===== config.mk =====
export PLATFORM = sky130hd
export DESIGN_NAME = byte_alu
export DESIGN_NICKNAME = d
export VERILOG_FILES = /design/src/rtl/byte_alu_pkg.sv /design/src/rtl/byte_alu_arith.sv /design/src/rtl/byte_alu_logic.sv /design/src/rtl/byte_alu.sv
export SDC_FILE = /design/constraint.sdc
export NUM_CORES = 1
export LEC_CHECK = 0
export BUFFER_PORTS_ARGS = -buffer_cell sky130_fd_sc_hd__buf_2
export CORE_MARGIN = 1
export CORE_UTILIZATION = 61
export CTS_CLUSTER_DIAMETER = 200
export DETAILED_ROUTE_END_ITERATION = 7
export PLACE_DENSITY = 0.85
export SYNTH_ARGS = -nofsm -noshare
export SYNTH_HDL_FRONTEND = slang
export SYNTH_SLANG_ARGS = --single-unit
export TNS_END_PERCENT = 1

===== constraint.sdc =====
create_clock -name clk -period 1.1 [get_ports clk]
set_clock_uncertainty 0.2 [all_clocks]
set_input_delay 0.055 -clock clk [delete_from_list [all_inputs] [get_ports clk]]
set_output_delay 0.055 -clock clk [all_outputs]
set_load 0.05 [all_outputs]

===== src/rtl/byte_alu_pkg.sv =====
package byte_alu_pkg;

  localparam int DW   = 8;          // operand and result width
  localparam int SW   = DW + 2;     // signed/extended working width
  localparam int FW   = 4;          // number of reported flags
  localparam int DEC_BASE = 100;    // packed-BCD wrap value

  // mask / flag positions
  localparam int FI_N = 3;
  localparam int FI_V = 2;
  localparam int FI_Z = 1;
  localparam int FI_C = 0;

  typedef enum logic [3:0] {
    OP_OR  = 4'd0,
    OP_AND = 4'd1,
    OP_XOR = 4'd2,
    OP_ADD = 4'd3,
    OP_SUB = 4'd4,
    OP_CMP = 4'd5,
    OP_INC = 4'd6,
    OP_DEC = 4'd7,
    OP_ASL = 4'd8,
    OP_LSR = 4'd9,
    OP_ROL = 4'd10,
    OP_ROR = 4'd11,
    OP_BIT = 4'd12,
    OP_RS0 = 4'd13,
    OP_RS1 = 4'd14,
    OP_RS2 = 4'd15
  } alu_op_e;

  typedef struct packed {
    logic [DW-1:0] res;
    logic [FW-1:0] wr;
    logic          n;
    logic          v;
    logic          z;
    logic          c;
  } alu_out_t;

  // two packed digits -> binary value
  function automatic logic [DW-1:0] dig2bin(input logic [DW-1:0] x);
    return DW'(x[DW-1:DW/2] * 4'd10) + DW'(x[DW/2-1:0]);
  endfunction

  // binary value -> two packed digits
  function automatic logic [DW-1:0] bin2dig(input logic [SW-1:0] v);
    logic [SW-1:0] tens;
    logic [SW-1:0] ones;
    tens = v / SW'(10);
    ones = v % SW'(10);
    return {tens[DW/2-1:0], ones[DW/2-1:0]};
  endfunction

endpackage


===== src/rtl/byte_alu_arith.sv =====
module byte_alu_arith
  import byte_alu_pkg::*;
(
  input  alu_op_e       op,
  input  logic [DW-1:0] a,
  input  logic [DW-1:0] b,
  input  logic          cin,
  input  logic          dec,
  output alu_out_t      o
);

  localparam logic [SW-1:0] WRAP   = SW'(DEC_BASE);
  localparam logic [SW-1:0] BINMAX = SW'((1 << DW) - 1);
  localparam logic [SW-1:0] DECMAX = SW'(DEC_BASE - 1);

  logic [SW-1:0] cin_x, brw_x;
  logic [SW-1:0] bsum, dsum, bdif, ddif, adj;
  logic          neg;

  assign cin_x = {{(SW-1){1'b0}}, cin};
  assign brw_x = {{(SW-1){1'b0}}, ~cin};
  assign bsum  = {2'b00, a} + {2'b00, b} + cin_x;
  assign dsum  = {2'b00, dig2bin(a)} + {2'b00, dig2bin(b)} + cin_x;
  assign bdif  = {2'b00, a} - {2'b00, b} - brw_x;
  assign ddif  = {2'b00, dig2bin(a)} - {2'b00, dig2bin(b)} - brw_x;

  always_comb begin
    o     = '0;
    o.res = a;
    adj   = dsum;
    neg   = 1'b0;
    case (op)
      OP_ADD: begin
        o.wr = 4'b1111;
        if (dec) begin
          if (dsum > DECMAX) begin
            adj = dsum - WRAP;
            o.c = 1'b1;
            o.v = 1'b1;
          end
          o.res = bin2dig(adj);
          o.n   = adj[DW-1];
          o.z   = (adj == '0);
        end else begin
          o.c   = (bsum > BINMAX);
          o.v   = (bsum > BINMAX);
          o.res = bsum[DW-1:0];
          o.n   = bsum[DW-1];
          o.z   = (bsum[DW-1:0] == '0);
        end
      end
      OP_SUB: begin
        o.wr = 4'b1111;
        if (dec) begin
          neg   = ddif[SW-1];
          adj   = neg ? ddif + WRAP : ddif;
          o.res = bin2dig(adj);
          o.n   = neg;
          o.c   = ~neg;
          o.z   = (ddif == '0);
        end else begin
          neg   = bdif[SW-1];
          o.res = bdif[DW-1:0];
          o.n   = bdif[DW-1];
          o.v   = neg;
          o.c   = ~neg;
          o.z   = (bdif == '0);
        end
      end
      OP_CMP: begin
        o.wr = 4'b1011;
        if (a == b) begin
          o.c = 1'b1;
          o.z = 1'b1;
        end else if (a > b) begin
          o.c = 1'b1;
        end else begin
          o.n = 1'b1;
        end
      end
      default: ;
    endcase
  end

endmodule


===== src/rtl/byte_alu_logic.sv =====
module byte_alu_logic
  import byte_alu_pkg::*;
(
  input  alu_op_e       op,
  input  logic [DW-1:0] a,
  input  logic [DW-1:0] b,
  input  logic          cin,
  output alu_out_t      o
);

  logic [DW-1:0] r;
  logic          co;

  always_comb begin
    o  = '0;
    r  = a;
    co = 1'b0;
    case (op)
      OP_OR:  r = a | b;
      OP_AND: r = a & b;
      OP_XOR: r = a ^ b;
      OP_INC: r = a + DW'(1);
      OP_DEC: r = a - DW'(1);
      OP_ASL: begin r = {a[DW-2:0], 1'b0}; co = a[DW-1]; end
      OP_LSR: begin r = {1'b0, a[DW-1:1]}; co = a[0];    end
      OP_ROL: begin r = {a[DW-2:0], cin};  co = a[DW-1]; end
      OP_ROR: begin r = {cin, a[DW-1:1]};  co = a[0];    end
      default: r = a;
    endcase

    o.res = r;
    case (op)
      OP_OR, OP_AND, OP_XOR, OP_INC, OP_DEC: begin
        o.wr = 4'b1010;
        o.n  = r[DW-1];
        o.z  = (r == '0);
      end
      OP_ASL, OP_LSR, OP_ROL, OP_ROR: begin
        o.wr = 4'b1011;
        o.n  = r[DW-1];
        o.z  = (r == '0);
        o.c  = co;
      end
      OP_BIT: begin
        o.wr = 4'b1110;
        o.z  = ((a & b) == '0);
        o.n  = b[DW-1];
        o.v  = b[DW-2];
      end
      default: ;
    endcase
  end

endmodule


===== src/rtl/byte_alu.sv =====
module byte_alu
  import byte_alu_pkg::*;
(
  input  logic          clk,
  input  logic          rst_n,
  input  logic          in_valid,
  input  logic [3:0]    op_code,
  input  logic [DW-1:0] opnd_a,
  input  logic [DW-1:0] opnd_b,
  input  logic          carry_in,
  input  logic          decimal_in,
  output logic          out_valid,
  output logic [DW-1:0] result,
  output logic [FW-1:0] flag_wr_mask,
  output logic          flag_n,
  output logic          flag_v,
  output logic          flag_z,
  output logic          flag_c
);

  localparam int SYNC_STAGES = 2;

  // reset: asserted asynchronously, released on the clock
  logic [SYNC_STAGES-1:0] rst_pipe;
  logic                   rst_int_n;

  always_ff @(posedge clk or negedge rst_n) begin
    if (!rst_n) rst_pipe <= '0;
    else        rst_pipe <= {rst_pipe[SYNC_STAGES-2:0], 1'b1};
  end
  assign rst_int_n = rst_pipe[SYNC_STAGES-1];

  // unit selection
  alu_op_e  op;
  alu_out_t ar_o, lg_o, sel_o;
  logic     is_arith, is_logic;

  assign op       = alu_op_e'(op_code);
  assign is_arith = (op == OP_ADD) || (op == OP_SUB) || (op == OP_CMP);
  assign is_logic = (op_code <= 4'(OP_BIT)) && !is_arith;

  byte_alu_arith u_arith (
    .op (op), .a (opnd_a), .b (opnd_b), .cin (carry_in), .dec (decimal_in),
    .o  (ar_o)
  );

  byte_alu_logic u_logic (
    .op (op), .a (opnd_a), .b (opnd_b), .cin (carry_in),
    .o  (lg_o)
  );

  // next-state
  logic          vld_d;
  logic [DW-1:0] res_d;
  logic [FW-1:0] msk_d, flg_d;

  always_comb begin
    sel_o = '0;
    sel_o.res = opnd_a;
    if (is_arith)      sel_o = ar_o;
    else if (is_logic) sel_o = lg_o;
    vld_d = in_valid;
    res_d = sel_o.res;
    msk_d = sel_o.wr;
    flg_d = {sel_o.n, sel_o.v, sel_o.z, sel_o.c} & sel_o.wr;
  end

  // registers
  logic [FW-1:0] flg_q;

  always_ff @(posedge clk or negedge rst_int_n) begin
    if (!rst_int_n) begin
      out_valid    <= 1'b0;
      result       <= '0;
      flag_wr_mask <= '0;
      flg_q        <= '0;
    end else begin
      out_valid <= vld_d;
      if (in_valid) begin
        result       <= res_d;
        flag_wr_mask <= msk_d;
        flg_q        <= flg_d;
      end
    end
  end

  assign flag_n = flg_q[FI_N];
  assign flag_v = flg_q[FI_V];
  assign flag_z = flg_q[FI_Z];
  assign flag_c = flg_q[FI_C];

  // assertions
  a_r12_hold_when_idle: assert property (@(posedge clk) disable iff (!rst_int_n)
    !in_valid |=> !out_valid && $stable(result) && $stable(flag_wr_mask));

  a_r12_valid_follows: assert property (@(posedge clk) disable iff (!rst_int_n)
    in_valid |=> out_valid);

  a_r10_incdec_nz_only: assert property (@(posedge clk) disable iff (!rst_int_n)
    in_valid && (op_code == 4'(OP_INC) || op_code == 4'(OP_DEC))
    |=> flag_wr_mask == 4'b1010 && !flag_c && !flag_v);

  a_r8_lsr_clears_n: assert property (@(posedge clk) disable iff (!rst_int_n)
    in_valid && op_code == 4'(OP_LSR) |=> !flag_n && flag_c == $past(opnd_a[0]));

  a_r6_cmp_exclusive: assert property (@(posedge clk) disable iff (!rst_int_n)
    in_valid && op_code == 4'(OP_CMP)
    |=> !(flag_n && flag_c) && (!flag_z || flag_c) && result == $past(opnd_a));

  a_r11_reserved_inert: assert property (@(posedge clk) disable iff (!rst_int_n)
    in_valid && op_code > 4'(OP_BIT)
    |=> flag_wr_mask == '0 && !flag_n && !flag_v && !flag_z && !flag_c
        && result == $past(opnd_a));

  a_r3_digits_valid: assert property (@(posedge clk) disable iff (!rst_int_n)
    in_valid && op_code == 4'(OP_ADD) && decimal_in
    && opnd_a[7:4] <= 4'd9 && opnd_a[3:0] <= 4'd9
    && opnd_b[7:4] <= 4'd9 && opnd_b[3:0] <= 4'd9
    |=> result[7:4] <= 4'd9 && result[3:0] <= 4'd9 && flag_c == flag_v);

  a_r5_dec_sub_no_v: assert property (@(posedge clk) disable iff (!rst_int_n)
    in_valid && op_code == 4'(OP_SUB) && decimal_in |=> !flag_v && (flag_n != flag_c));

endmodule


==> results.md, run 1 <==
- Root buf cell: clkbuf_16
- Maximum root-to-sink buffer count: 2
- Area leader, netlist: ha_1
- Flip-flop and latch count after synthesis: 18
- Err: [ERROR DPL-0033] detailed placement checks failed during check placement.
- Port bufs: 41
- Die Ht: 109.4 microns
- I/O pins: 42
- Synth unique cells: 99
- Most common cell in the netlist: nor2_1
- Ys flop type: dfrtp_1
- Setup bufs post-CTS: 10
- Post-detail-place hpwl: 29.22 mm
- Avg Inst Size Synth: 7.052 sq um
- Rows: 38
- Post-Synthesis Cells: 998
- CTS buffer count: 3
- Register area share after synthesis: 0.06400
- Hold_buf cts: 2
- Die Width: 109.4 microns
- H-Tree Depth: 1
- Syn nets: 1,103
- Clk sinks: 18
- Yosys warnings: 0
- Largest cells by area after synthesis: ha_1 (13%), xnor2_1 (7.0%), dfrtp_1 (6.4%)
- Post-synth ARST share: 1.000
- Most frequent cells after synthesis: nor2_1 (102), nand2_1 (77), a21oi_1 (75)
- Post-CTS resize count: 130
- Cell Area, Synth: 7038 sq um
- Synth top area share: 0.1262
- Global placement routability congestion: 1.061
- Post-synth EDFFs: 0
- Initial core utilization: 0.6380
- Fail Step: clock tree synthesis (4_1_cts)
- Outcome: stopped before the end
-- stage by stage --
step / util / worst slack [ns] / setup TNS (ns) / cell area (sq um) / cells
3_3_place_gp: 0.9172 / -4.779 / -49.16 / 10120 / 1500
3_5_place_dp: 0.9172 / -5.503 / -55.92 / 10120 / 1500
2_1_floorplan: - / -4.324 / -42.59 / 7164 / 998
-- cells by family after synthesis --
logic type      Yosys count  share of synthesized area
xor+xnor                 76                    0.09671
simple gates            339                     0.2356
fa+ha+maj                82                     0.1548
other cells               1                  0.0005328
flops                    18                    0.06400
buf+inv                 112                    0.06578
compound gates          353                     0.3536
mux                      17                    0.02898
==> run 2, diff against run 1 <==
- CORE_UTILIZATION: 61 -> 40
- CTS_CLUSTER_DIAMETER: 200 -> not set
- PLACE_DENSITY: 0.85 -> not set
- PLACE_DENSITY_LB_ADDON: not set -> 0.15
==> results.md, run 2 <==
- Synth top area share: 0.1262 (unchanged)
- Tot GR Track Use: 0.2994
- Total gr overflow: 0
- Flip-flop and latch count after synthesis: 18 (unchanged)
- Fin worst setup slack: -4.567 ns
- Worst-skew pair later-pin latency: 0.24 ns
- Port bufs: 41 (unchanged)
- Die Width: 134.6 microns (was 109.4 microns)
- Crit path DAT: 5.63 ns
- CTS tree: done
- RSZ-0062 raised after global routing: true
- Largest cells by area after synthesis: ha_1 (13%), xnor2_1 (7.0%), dfrtp_1 (6.4%) (unchanged)
- Met1 WL: 13.28 mm
- Most frequent cells in the layout: buf_4 (405), nor2_1 (91), nand2_1 (68)
- Initial antenna violation count: 0
- Synth Area in Simple Gates: 0.2356 (unchanged)
- Adder-Cell Fraction of Synth Area: 0.1548 (unchanged)
- Vias in the first global route: 8,611
- Largest family of logic cells by synthesized area: compound AO/OA/AOI/OAI gates (unchanged)
- Worst slew pin tran: 0.5671 ns
- Syn nets: 1,103 (unchanged)
- Global placement routability congestion: 0.9705 (was 1.061)
- Max Cap Viol: 0
- Post-synth EDFFs: 0 (unchanged)
- Most common cell in the netlist: nor2_1 (unchanged)
- I/O pins: 42 (unchanged)
- Avg Inst Size Synth: 7.052 sq um (unchanged)
- Reg2reg end: result[4]
- Final wirelength: 28.24 mm
- First-pass GRT wire length: 44.05 mm
- Post-synthesis mux area share: 0.02898 (unchanged)
- CP Launch Type: input port
- Non-filler cells, final: 1,635
- Initial core utilization: 0.4083 (was 0.6380)
- Maximum root-to-sink buffer count: 2 (unchanged)
- Die Ht: 134.6 microns (was 109.4 microns)
- Setup Crit Path Kind: in -> reg
- 1st-iter DRT viols: 754
- R2R Setup Slk: 0.06 ns
- Post-synth ARST share: 1.000 (unchanged)
- Final Cycle Share: 5.152
- Antenna fix cells: 0
- Core Footprint: 17,240 sq um
- Ys flop type: dfrtp_1 (unchanged)
- Commonest non-fill, non-tap cell in the layout: buf_4
- Register area share after synthesis: 0.06400 (unchanged)
- Pre-antenna DRT Iters: 5
- Clk sinks: 18 (unchanged)
- Yosys warnings: 0 (unchanged)
- Slew Limit Fails: 0
- Die area: 18,130 sq um
- Outcome: finished with violations (was stopped before the end)
- Highest Signal Layer: met4
- Rows: 48 (was 38)
- Root buf cell: clkbuf_16 (unchanged)
- Fin crit period: 5.667 ns
- FF-to-FF path depth: 3
- Top reg by flops: result
- Critical Path RT: 1.07 ns
- Setup TNS: -44.48 ns
- Most frequent cells after synthesis: nor2_1 (102), nand2_1 (77), a21oi_1 (75) (unchanged)
- H-Tree Depth: 1 (unchanged)
- Post-Synthesis Cells: 998 (unchanged)
- Routed vias: 9,227
- Clock slew at the register clock pins of the worst setup and hold paths: 0.05 ns
- Area fraction in compound gates after synthesis: 0.3536 (unchanged)
- Area leader, netlist: ha_1 (unchanged)
- Final setup viols: 15
- Max Clk Rate: 176.5 MHz
- Post-Place Cells: 1,603 (was 1,500)
- Failing checks: hold timing, setup timing
- Fillers: 1,504
- Met3 wire length: 1.866 mm
- Class of the worst hold path: reg -> async
- Drt drc: 0
- Final Net Count: 1,516
- Synth Area in XOR/XNOR: 0.09671 (unchanged)
- Worst setup EP type: flip-flop
- Post-DR vias/cell: 5.643
- Met2 WL: 12.66 mm
- Relative slew slack: 0.6171
- Largest net degree at the start of global routing: 30
- CTS buffer count: 3 (unchanged)
- Proportion of layout cells with a drive suffix above 1: 0.4418
- RR Startpoint: result[4]
- Cell Area, Synth: 7038 sq um (unchanged)
- Final hold violation count: 16
- DR WL/cell: 17.27 microns
- Max reg flops: 8
- Synth unique cells: 99 (unchanged)
- Hold Slack: -0.01223 ns
- Max FO, Critical Path: 10
- Post-route ant nets: 0
- Area Overhead vs Synth: 64.41%
- Top flop regs: result: 8 flops, flg_q: 4 flops, flag_wr_mask: 3 flops
- Post-detail-place hpwl: 22.64 mm (was 29.22 mm)
==> run 2: cell counts after synthesis <==
No cell type changed its count.
==> run 2: layer usage <==
| layer | GRT usage | vias to the layer above |
|---|---|---|
| met3 | 0.03003 | 42 |
| met2 | 0.4748 | 344 |
| met5 | 0 | - |
| met4 | 0.04994 | 0 |
| li1 | - | 4572 |
| met1 | 0.4397 | 4269 |
==> run 2: per-stage QoR <==
| stage | setup slack [ns] | hold slack (ns) | utilization | area (sq um) |
|---|---|---|---|---|
| 3_5_place_dp | -4.986 | -0.3568 | 0.6010 | 10360 |
| 5_1_grt | -4.804 | 0.01786 | 0.6713 | 11570 |
| 6_report | -4.567 | -0.01223 | 0.6713 | 11570 |
| 4_1_cts | -4.457 | 0.0003562 | 0.6453 | 11120 |
| 3_3_place_gp | -4.835 | -0.3571 | 0.6010 | 10360 |
| 2_1_floorplan | -4.324 | -0.4406 | - | 7164 |
==> run 2: repair_timing <==
item | CTS | global route
endpoints found under the hold margin | 2 | 0
gates resized for setup | 112 | 78
setup endpoints to repair | 30 | 27
pin swaps | 49 | 37
hold buffers | 2 | 0
buffers inserted | 16 | 11
==> run 2: worst max-delay path: stages <==
cell,delay [ns]
buf_2,0.12
buf_4,0.23
ha_1,0.26
a21o_1,0.21
a21oi_4,0.21
xnor2_2,0.14
ha_4,0.30
o21ai_0,0.09
or2_1,0.28
o311ai_4,0.54
o22a_1,0.29
nand4_4,0.15
buf_4,0.17
o21ai_4,0.18
buf_4,0.15
mux2_4,0.31
nor2_4,0.12
mux2i_1,0.09
a31oi_2,0.19
buf_4,0.18
o211ai_1,0.11
buf_4,0.17
a32oi_4,0.25
xor2_2,0.21
ha_1,0.26
a21oi_1,0.12
o21ai_1,0.08
a21oi_1,0.14
==> run 2: kinds of logic after synthesis <==
kind of cell / after synthesis
compound gates: 353
simple gates: 339
buf+inv: 112
fa+ha+maj: 82
xor+xnor: 76
flops: 18
mux: 17
other cells: 1
==> run 2: layout make-up <==
type	count	area (sq um)	share of cell area
Clock buffer	4	88.84	0.007677
Inverter	58	221.5	0.01914
Multi-Input combinational cell	868	6930	0.5989
Timing Repair Buffer	462	3598	0.3110
Tap cell	225	281.5	0.02433
Sequential cell	18	450.4	0.03893
==> run 2: worst max path at each step <==
stage	startpoint	to	slack [ns]
2_1_floorplan	opnd_a[5]	result[2]	-4.32
3_3_place_gp	opnd_a[5]	result[2]	-4.83
3_5_place_dp	opnd_a[5]	result[2]	-4.99
4_1_cts	opnd_b[7]	result[2]	-4.46
5_1_grt	opnd_a[5]	result[2]	-4.80
6_report	opnd_a[5]	result[2]	-4.57
Power of run 2 is left out: the tool's default activity adds up to more than one toggle a clock period on the data nets, which glitch-free logic cannot reach.
==> run 3, diff against run 2 <==
- PLACE_DENSITY: not set -> 0.64
- PLACE_DENSITY_LB_ADDON: 0.15 -> not set
==> results.md, run 3 (synthesis gave the netlist of run 2 again) <==
- Outcome: finished with violations (unchanged)
- Failing checks: DRC, hold timing, setup timing (was hold timing, setup timing)
- Class of the worst hold path: reg -> async (unchanged)
- Post-detail-place hpwl: 22.15 mm (was 22.64 mm)
- First-pass GRT wire length: 43.24 mm (was 44.05 mm)
- Area Overhead vs Synth: 57.53% (was 64.41%)
- Max FO, Critical Path: 8 (was 10)
- Vias in the first global route: 8,699 (was 8,611)
- Die area: 18,130 sq um (unchanged)
- DR WL/cell: 17.18 microns (was 17.27 microns)
- Final setup viols: 16 (was 15)
- Critical Path RT: 1.08 ns (was 1.07 ns)
- Port bufs: 41 (unchanged)
- Most frequent cells in the layout: buf_4 (400), nor2_1 (95), nand2_1 (74) (was buf_4 (405), nor2_1 (91), nand2_1 (68))
- Total gr overflow: 0 (unchanged)
- Global placement routability congestion: 0.9592 (was 0.9705)
- Initial core utilization: 0.4083 (unchanged)
- Worst path bufs/invs: 4 (was 6)
- Post-DR vias/cell: 5.779 (was 5.643)
- Max Cap Viol: 0 (unchanged)
- Area post-placement: 10,280 sq um (was 10,360 sq um)
- I/O pins: 42 (unchanged)
- Antenna fix cells: 0 (unchanged)
- Final hold violation count: 16 (unchanged)
- Top cell by count, worst path: ha_4 (was buf_4)
- Relative slew slack: 0.6305 (was 0.6171)
- Fillers: 1,449 (was 1,504)
- Maximum root-to-sink buffer count: 2 (unchanged)
- Root buf cell: clkbuf_16 (unchanged)
- CP Launch Type: input port (unchanged)
- Post-route ant nets: 0 (unchanged)
- Crit-path max cell delay: 0.56 ns (was 0.54 ns)
- RSZ-0062 raised after global routing: true (unchanged)
- Rows: 48 (unchanged)
- Fin worst setup slack: -4.591 ns (was -4.567 ns)
- Top flop regs: result: 8 flops, flg_q: 4 flops, flag_wr_mask: 3 flops (unchanged)
- Clk sinks: 18 (unchanged)
- Post-route cell area: 11,090 sq um (was 11,570 sq um)
- Proportion of layout cells with a drive suffix above 1: 0.4155 (was 0.4418)
- Final Cycle Share: 5.173 (was 5.152)
- CTS tree: done (unchanged)
- Max reg flops: 8 (unchanged)
- Slew Limit Fails: 0 (unchanged)
- Pre-antenna DRT Iters: 8 (was 5)
- Setup Crit Path Kind: in -> reg (unchanged)
- Hold Slack: -0.01092 ns (was -0.01223 ns)
- Max Clk Rate: 175.7 MHz (was 176.5 MHz)
- Pre-CTS setup slack: -4.901 ns (was -4.986 ns)
- CTS buffer count: 3 (unchanged)
- H-Tree Depth: 1 (unchanged)
- Routed vias: 9,339 (was 9,227)
- Final Net Count: 1,497 (was 1,516)
- Worst setup EP type: flip-flop (unchanged)
- Crit path DAT: 5.67 ns (was 5.63 ns)
- Fin crit period: 5.691 ns (was 5.667 ns)
- Core Footprint: 17,240 sq um (unchanged)
- Crit-path slowest cell: or4_4 (was o311ai_4)
- Drt drc: 2 (was 0)
- Largest net degree at the start of global routing: 30 (unchanged)
- CP delay by family, top: compound AO/OA/AOI/OAI gates (unchanged)
- Final wirelength: 27.77 mm (was 28.24 mm)
- Worst-skew pair later-pin latency: 0.25 ns (was 0.24 ns)
- Clock slew at the register clock pins of the worst setup and hold paths: 0.05 ns (about the same)
- Tot GR Track Use: 0.2916 (was 0.2994)
- Die Width: 134.6 microns (unchanged)
- 1st-iter DRT viols: 849 (was 754)
- Worst slew pin tran: 0.5529 ns (was 0.5671 ns)
- Top reg by flops: result (unchanged)
- Commonest non-fill, non-tap cell in the layout: buf_4 (unchanged)
- Die Ht: 134.6 microns (unchanged)
- Initial antenna violation count: 0 (unchanged)
==> run 3: cell types whose count changed in the layout (fill, tap and decap cells not counted), sizes merged <==
| cell | change |
|---|---|
| buf | -20 |
| clkinvlp | -1 |
| inv | +1 |
| clkbuf | +1 |
==> run 3: layer usage <==
metal	part of all wire	track usage	wire [microns]	vias to the layer above
li1	-	-	-	4534
met1	0.44	0.4017	12200	4387
met3	0.065	0.02327	1808	48
met4	0.017	0.05805	460	0
met2	0.48	0.4963	13300	370
met5	0	0	0	-
==> run 3: final timing paths <==
kind | startpoint | end | slack (ns) | depth (start not counted)
worst max register to register | result[1] | result[1] | 0.06 | 2
worst min-delay path | rst_pipe[1] | result[6] | -0.01 | 1
worst max-delay path | opnd_a[5] | result[2] | -4.59 | 26
max in group asynchronous | rst_n | rst_pipe[0] | 0.08 | 3
worst min register to register | rst_pipe[1] | result[6] | -0.01 | 1
min in group clk | in_valid | result[6] | 0.03 | 3
==> run 3: area by class of cell <==
type	instances	area (sq um)	area share
Timing Repair Buffer	443	3378	0.3047
Multi-Input combinational cell	868	6668	0.6014
Inverter	58	220.2	0.01986
Sequential cell	18	450.4	0.04063
Tap cell	225	281.5	0.02539
Clock buffer	4	88.84	0.008013
==> run 3: metrics by stage <==
stage          setup TNS (ns)  hold slack, ns  instances    util
2_1_floorplan          -42.59         -0.4406        998       -
3_3_place_gp           -49.46         -0.3576       1594  0.5963
3_5_place_dp           -50.45         -0.3513       1594  0.5963
4_1_cts                -44.73        0.005178       1605  0.6170
5_1_grt                -47.28         0.03477       1616  0.6432
6_report               -44.97        -0.01092       1616  0.6432
==> run 3: timing repair <==
item	4_1_cts	5_1_grt
setup buffers	5	11
hold buffers	2	0
hold endpoints to repair	2	0
resized for setup	52	83
pin swaps	14	28
setup endpoints to repair	28	26
Power of run 3 is left out for the same reason.
==> run 4, diff against run 3 <==
- CORE_ASPECT_RATIO: not set -> 0.75
- CORE_MARGIN: 1 -> 2
- REMOVE_ABC_BUFFERS: not set -> 1
==> results.md, run 4 (synthesis gave the netlist of run 2 again) <==
- Commonest non-fill, non-tap cell in the layout: buf_4 (unchanged)
- Rows: 41 (was 48)
- Pre-antenna DRT Iters: 6 (was 8)
- Max Cap Viol: 0 (unchanged)
- Worst-skew pair later-pin latency: 0.25 ns (about the same)
- Worst setup EP type: flip-flop (unchanged)
- Clk sinks: 18 (unchanged)
- Worst slew pin tran: 0.6644 ns (was 0.5529 ns)
- Post-DR vias/cell: 5.695 (was 5.779)
- Tot GR Track Use: 0.3055 (was 0.2916)
- H-Tree Depth: 1 (unchanged)
- 1st-iter DRT viols: 914 (was 849)
- Maximum root-to-sink buffer count: 2 (unchanged)
- Die Width: 157.2 microns (was 134.6 microns)
- Setup Crit Path Kind: in -> reg (unchanged)
- Top flop regs: result: 8 flops, flg_q: 4 flops, flag_wr_mask: 3 flops (unchanged)
- Class of the worst hold path: reg -> async (unchanged)
- RSZ-0062 raised after global routing: true (unchanged)
- Initial core utilization: 0.4132 (was 0.4083)
- Drt drc: 0 (was 2)
- Area of the multi-input gates: 6756 sq um (was 6668 sq um)
- Final Cycle Share: 5.182 (was 5.173)
- CP Launch Type: input port (unchanged)
- Slew Limit Fails: 0 (unchanged)
- Vias in the first global route: 8,913 (was 8,699)
- Hold Slack: -0.01984 ns (was -0.01092 ns)
- Global placement routability congestion: 1.065 (was 0.9592)
- Die Ht: 118.9 microns (was 134.6 microns)
- Port bufs: 41 (unchanged)
- Largest net degree at the start of global routing: 30 (unchanged)
- Core Footprint: 17,030 sq um (was 17,240 sq um)
- Max FO, Critical Path: 4 (was 8)
- Post-route cell area: 11,510 sq um (was 11,090 sq um)
- Routed vias: 9,465 (was 9,339)
- Fin worst setup slack: -4.600 ns (was -4.591 ns)
- Relative slew slack: 0.5515 (was 0.6305)
- Failing checks: hold timing, setup timing (was DRC, hold timing, setup timing)
- DR WL/cell: 17.65 microns (was 17.18 microns)
- Clock slew at the register clock pins of the worst setup and hold paths: 0.06 ns (was 0.05 ns)
- Outcome: finished with violations (unchanged)
- Final setup viols: 17 (was 16)
- Max Clk Rate: 175.4 MHz (was 175.7 MHz)
- Post-detail-place hpwl: 23.18 mm (was 22.15 mm)
- Top reg by flops: result (unchanged)
- Initial antenna violation count: 1 (was 0)
- First-pass GRT wire length: 46.56 mm (was 43.24 mm)
- Most frequent cells in the layout: buf_4 (420), nor2_1 (92), nand2_1 (75) (was buf_4 (400), nor2_1 (95), nand2_1 (74))
- Area Overhead vs Synth: 63.59% (was 57.53%)
- Critical Path RT: 1.08 ns (about the same)
- Proportion of layout cells with a drive suffix above 1: 0.4327 (was 0.4155)
- Fillers: 1,471 (was 1,449)
- Final Net Count: 1,532 (was 1,497)
- Max reg flops: 8 (unchanged)
- CTS tree: done (unchanged)
- Die area: 18,680 sq um (was 18,130 sq um)
- Post-route ant nets: 0 (unchanged)
- Fin crit period: 5.700 ns (was 5.691 ns)
- Final hold violation count: 16 (unchanged)
- Root buf cell: clkbuf_16 (unchanged)
- Final wirelength: 29.33 mm (was 27.77 mm)
- Crit path DAT: 5.68 ns (was 5.67 ns)
- Area post-placement: 10,350 sq um (was 10,280 sq um)
- Reg area: 451.7 sq um (was 450.4 sq um)
- Antenna fix cells: 0 (unchanged)
- Total gr overflow: 0 (unchanged)
- CTS buffer count: 3 (unchanged)
- I/O pins: 42 (unchanged)
-- run 4: final cells by class --
type,count,area share
Inverter,58,0.01923
Timing Repair Buffer,477,0.3213
Sequential cell,18,0.03923
Tap cell,236,0.02565
Multi-Input combinational cell,869,0.5868
Clock buffer,4,0.007716
-- run 4: path summary, 6_finish.rpt --
check | start | end | slack (ns) | cells after the start
max | opnd_b[7] | result[2] | -4.60 | 28
min | rst_pipe[1] | flag_wr_mask[0] | -0.02 | 1
max reg2reg | result[4] | result[4] | 0.06 | 3
min reg2reg | rst_pipe[1] | flag_wr_mask[0] | -0.02 | 1
max in group asynchronous | rst_n | rst_pipe[1] | 0.10 | 3
min in group clk | in_valid | out_valid | 0.01 | 2
-- run 4: worst max-delay path, stage by stage --
cell and delay [ns]:
buf_8 0.10, ha_4 0.24, ha_4 0.15, inv_2 0.05
fa_2 0.46, nor3b_2 0.25, xor2_1 0.22, ha_1 0.32
buf_6 0.16, o21a_1 0.10, o31a_1 0.13, a211o_1 0.31
a21o_1 0.20, mux2i_4 0.24, buf_6 0.14, buf_6 0.10
o21ai_4 0.08, mux2i_4 0.20, o311ai_4 0.26, a31oi_1 0.11
a31o_1 0.23, or4_4 0.55, a32oi_4 0.25, xor2_2 0.22
ha_1 0.27, a21oi_2 0.10, o21ai_1 0.06, a21oi_1 0.12
-- run 4: per-stage QoR --
| step | TNS (ns) | cells | utilization | setup slack [ns] | hold slack (ns) |
|---|---|---|---|---|---|
| after floorplan | -47.13 | 944 | - | -4.911 | -0.4406 |
| after global routing | -48.31 | 1662 | 0.6760 | -4.837 | 0.02443 |
| after CTS | -43.68 | 1652 | 0.6610 | -4.337 | -0.008311 |
| after detailed placement | -51.18 | 1625 | 0.6078 | -4.947 | -0.3542 |
| final | -45.61 | 1662 | 0.6760 | -4.600 | -0.01984 |
| after global placement | -50.25 | 1625 | 0.6078 | -4.878 | -0.3588 |
-- run 4: timing repair --
action,4_1_cts,5_1_grt
endpoints found under the hold margin,18,0
endpoints found under the setup margin,31,25
pin swaps,46,20
setup buffers,21,10
hold buffers,2,0
resized for setup,135,39
gates cloned,1,0
-- run 4: routing by layer --
layer  up-vias  global-route usage  routed length (microns)
met1      4435              0.4630                    14040
met4         2             0.03352                      273
met2       387              0.4520                    12400
met5         -                   0                       13
met3        33             0.06659                     2598
li1       4608                   -                        -
Power of run 4 is left out for the same reason.
